**config.mk**
```make
export PLATFORM = sky130hd
export DESIGN_NAME = mixsign_mul_stage
export DESIGN_NICKNAME = d
export VERILOG_FILES = /design/src/rtl/mulp_pkg.sv /design/src/rtl/mulp_lane.sv /design/src/rtl/mulp_stage_reg.sv /design/src/rtl/mixsign_mul_stage.sv
export SDC_FILE = /design/constraint.sdc
export NUM_CORES = 2
export LEC_CHECK = 0
export CORE_UTILIZATION = 40
export CTS_BUF_LIST = sky130_fd_sc_hd__clkbuf_16
export CTS_CLUSTER_DIAMETER = 30
export DETAILED_ROUTE_END_ITERATION = 16
export SYNTH_ARGS = -nofsm -noshare
export SYNTH_HDL_FRONTEND = slang
export SYNTH_HIERARCHICAL = 1
export SYNTH_SLANG_ARGS = --single-unit
```
**constraint.sdc**
```tcl
create_clock -name clk -period 12.7 [get_ports clk]
set_input_delay 1.905 -clock clk [delete_from_list [all_inputs] [get_ports clk]]
set_output_delay 1.905 -clock clk [all_outputs]
set_load 0.02 [all_outputs]
```
**src/rtl/mulp_pkg.sv**
```systemverilog
`timescale 1ns/1ps
package mulp_pkg;
  // number of parallel lanes for a given lane width
  function automatic int lanes_for(input int lane_w);
    if (lane_w >= 36) return 1;
    else if (lane_w >= 18) return 4;
    else return 8;
  endfunction
endpackage

```
**src/rtl/mulp_lane.sv**
```systemverilog
`timescale 1ns/1ps
module mulp_lane #(
  parameter int N = 18
) (
  input  logic           sa,
  input  logic           sb,
  input  logic [N-1:0]   a,
  input  logic [N-1:0]   b,
  output logic [2*N-1:0] p
);
  localparam int XW = N + 1;
  localparam int FW = 2 * XW;

  // one extra bit: copy of the top bit when signed, zero otherwise
  function automatic logic signed [XW-1:0] widen(input logic [N-1:0] v, input logic s);
    return $signed({s & v[N-1], v});
  endfunction

  function automatic logic [2*N-1:0] mul_lane(input logic [N-1:0] x, input logic [N-1:0] y,
                                              input logic sx, input logic sy);
    logic signed [FW-1:0] full;
    full = FW'(widen(x, sx)) * FW'(widen(y, sy));
    return full[2*N-1:0];
  endfunction

  assign p = mul_lane(a, b, sa, sb);
endmodule

```
**src/rtl/mulp_stage_reg.sv**
```systemverilog
`timescale 1ns/1ps
module mulp_stage_reg #(
  parameter int W    = 144,
  parameter bit PIPE = 1'b1
) (
  input  logic         clk,
  input  logic         rst,
  input  logic         ce,
  input  logic [W-1:0] d,
  input  logic         d_sgn,
  output logic [W-1:0] q,
  output logic         q_sgn
);
  if (PIPE) begin : g_reg
    always_ff @(posedge clk) begin
      if (rst) begin
        q     <= '0;
        q_sgn <= 1'b0;
      end else if (ce) begin
        q     <= d;
        q_sgn <= d_sgn;
      end
    end
  end else begin : g_pass
    assign q     = d;
    assign q_sgn = d_sgn;
  end
endmodule

```
**src/rtl/mixsign_mul_stage.sv**
```systemverilog
`timescale 1ns/1ps
module mixsign_mul_stage #(
  parameter int LANE_W = 18,
  parameter bit PIPE   = 1'b1,
  localparam int LANES = mulp_pkg::lanes_for(LANE_W),
  localparam int A_W   = LANES * LANE_W,
  localparam int P_W   = 2 * A_W
) (
  input  logic           clk,
  input  logic           rst,
  input  logic           ce,
  input  logic           sign_a,
  input  logic           sign_b,
  input  logic [A_W-1:0] a_in,
  input  logic [A_W-1:0] b_in,
  output logic [P_W-1:0] prod,
  output logic           prod_signed
);
  localparam int PL_W = 2 * LANE_W;

  // named internal events for the checker
  logic [P_W-1:0] raw_prod;
  logic           raw_signed;

  assign raw_signed = sign_a | sign_b;

  for (genvar k = 0; k < LANES; k++) begin : g_lane
    mulp_lane #(.N(LANE_W)) u_lane (
      .sa (sign_a),
      .sb (sign_b),
      .a  (a_in[k*LANE_W +: LANE_W]),
      .b  (b_in[k*LANE_W +: LANE_W]),
      .p  (raw_prod[k*PL_W +: PL_W])
    );
  end

  mulp_stage_reg #(.W(P_W), .PIPE(PIPE)) u_oreg (
    .clk   (clk),
    .rst   (rst),
    .ce    (ce),
    .d     (raw_prod),
    .d_sgn (raw_signed),
    .q     (prod),
    .q_sgn (prod_signed)
  );
endmodule

```
==> flow_summary.yaml <==
setup_path:
  crit_start: "sign_b"
  cp-start-kind: "primary input"
  slowest_stage: "o311ai_4"
  cp_common_cell: "fa_1"
  worst_path_largest_cell_delay_ns: 0.57
  rr_startpoint: "u_oreg/q[20]"
  cp-end-kind: "flip-flop"
  cp_num_buf_inv: 5
  worst-path-max-fanout: 18
  path_cells: "clkdlybuf4s50_1 > buf_4 > nand2_1 > or2_2 > fa_1 > fa_1 > inv_1 > fa_1 > fa_1 > fa_1 > fa_1 > inv_1 > fa_1 > inv_1 > ha_1 > o21a_1 > o211ai_1 > o311ai_4 > a211oi_1 > o21bai_1 > a21oi_1 > xnor2_1 > mux2i_1 > nor2_1"
  arrival_ns: 9.39
  critPathRequiredTime_ns: 13.07
  path_class: "in2reg"
  crit_family: "adder cells"
yosys:
  synth.distinct_cells: 78
  synth_seq_cells: 145
  async_flop_share_pct: 0
  synth-seq-area-share_pct: 4.995
  syn-cell-area_um2: 58110
  synth-edff-count: 0
  syn-num-nets: 8360
  synth_cells: 6359
  ys_warn_count: 6
  ys.flop_type: "dfxtp_1"
  avgSynthCellArea_um2: 9.138
drt:
  remaining_drc_errors: 10
  dr.first_iter.drc_count: 2253
  wirelength_um: 156500
  ant_nets: 0
  first_pass_iters: 14
  routed_via_density: 4.901
  routedWlPerCell_um: 18.75
  vias: 40920
cells_and_area:
  diodes: 0
  fin_area_um2: 63270
  layout-drive-gt1-share_pct: 2.637
  layout_commonest_cell: "inv_1"
  finalNetCount: 8435
  area_growth_pct: 8.873
  fill_cells: 14000
  final_cell_mix: "1565 x inv_1, 1420 x fa_1, 834 x nand2_1"
floorplan:
  start_util_pct: 40.40
  rows: 139
  core_um2: 143800
  die_w_um: 383.2
  die_area_um2: 146800
  die_h_um: 383.2
  ios: 294
clock_network:
  cts_resized: 0
  clk_pin_slew_ns: 0.08
  post-cts-setup-buffers: 0
  cts_tree: "yes"
  cts_hold_buf: 0
  clockBufferDepth: 2
  clock_sinks: 145
  clock_latency_ns: 0.50
  cts_buffers: 17
  root_buffer: "clkbuf_16"
  cts_max_level: 4
global_route:
  grt_max_degree: 92
  grt_use_total_pct: 22.38
  grt_pass1_wl_um: 254700
  antenna_found_initial: 1
  grt_pass1_vias: 45030
  overflow: 0
place:
  numPortBuffers: 293
  dp_hpwl_um: 126600
  gp_congestion: 0.8558
  dpl_cell_area_um2: 62690
timing:
  fmax_mhz: 110.8
  finalClockSkew_ns: 0
  period_share_pct: 71.04
  slew_viol_final: 0
  finalSetupViolations: 0
  hold_viol_final: 0
  rsz0062_at_grt: "false"
  slew-limit-headroom_pct: 21.19
  worst_slew_pin_slew_ns: 1.178
  finalSetupTns_ns: 0
  min_period_ns: 9.022
run_status:
  status: "complete, but fails checks"
  violations: "design-rule violations"
job:
  cap_violations: 0
worst_hold_path:
  holdCritStartpoint: "u_oreg/q[77]"
  min_path_type: "reg2reg"
-- flip-flops by register name (all words and copies together), names as in the netlist --
register / cells
u_oreg/q: 144
u_oreg/q_sgn: 1
-- synthesized netlist by cell type (53+ instances only) --
cell type	n	area, um^2
inv_1	1564	5871
fa_1	1420	28430
nand2_1	834	3131
and2_1	578	3616
ha_1	432	5405
clkbuf_1	269	1010
nor2_1	250	938.4
mux2i_1	152	1521
dfxtp_1	145	2903
xnor2_1	128	1121
a21oi_1	86	430.4
a21o_1	65	488.0
o21ai_0	53	265.3
-- area by class of cell --
| cell class | instances | area [um^2] | share of cell area [%] |
|---|---|---|---|
| clock buffer | 17 | 425.4 | 0.6724 |
| clock inverter | 15 | 151.4 | 0.2393 |
| inverter | 1564 | 5871 | 9.279 |
| multi-input combinational | 4340 | 48050 | 75.95 |
| sequential | 145 | 2903 | 4.588 |
| tap | 1903 | 2381 | 3.763 |
| timing repair buffer | 366 | 3482 | 5.504 |
-- through the flow --
stage / hold slack [ns] / utilization (%) / setup slack (ns) / instances
global route: 0.5184 / 43.99 / 3.337 / 8350
global placement: 0.4741 / 43.59 / 3.214 / 8318
floorplan: 0.5833 / - / 4.400 / 6359
detailed placement: 0.4807 / 43.59 / 3.167 / 8318
finish: 0.4938 / 43.99 / 3.678 / 8350
CTS: 0.4968 / 43.99 / 3.746 / 8350
-- routing by layer --
layer | track usage, % | vias up | part of all wire, %
met5 | 0 | - | 0
met4 | 5.474 | 0 | 1.9
met3 | 4.554 | 126 | 7.3
met2 | 35.25 | 1098 | 46
met1 | 31.43 | 21040 | 45
li1 | - | 18660 | -
-- tightest hold or removal path, cell delays in order (launching register included) --
cell and delay (ns):
dfxtp_1 0.33, mux2i_1 0.06, nor2_1 0.07
-- cells by family (layout without fill, tap and decap cells) --
family                   count (synthesis)  count (layout)  share of synthesized area, %
AO/OA/AOI/OAI                          371             371                         4.657
XOR/XNOR                               169             169                         2.571
AND/OR/NAND/NOR                       1796            1796                         14.63
flip-flops                             145             145                         4.995
buffers and inverters                 1874            1962                         12.31
adder cells (fa/ha/maj)               1852            1852                         58.22
multiplexers                           152             152                         2.618
-- final timing paths --
| kind | endpoint | slack (ns) | cells past startpoint |
|---|---|---|---|
| hold reg to reg | u_oreg/q[77] | 0.49 | 2 |
| hold / removal | u_oreg/q[77] | 0.49 | 2 |
| setup / recovery | u_oreg/q[95] | 3.68 | 24 |
| setup reg to reg | u_oreg/q[20] | 11.79 | 2 |
Power is not shown: default switching activity piles up to over one toggle a cycle in this logic, so the estimate is an artifact.
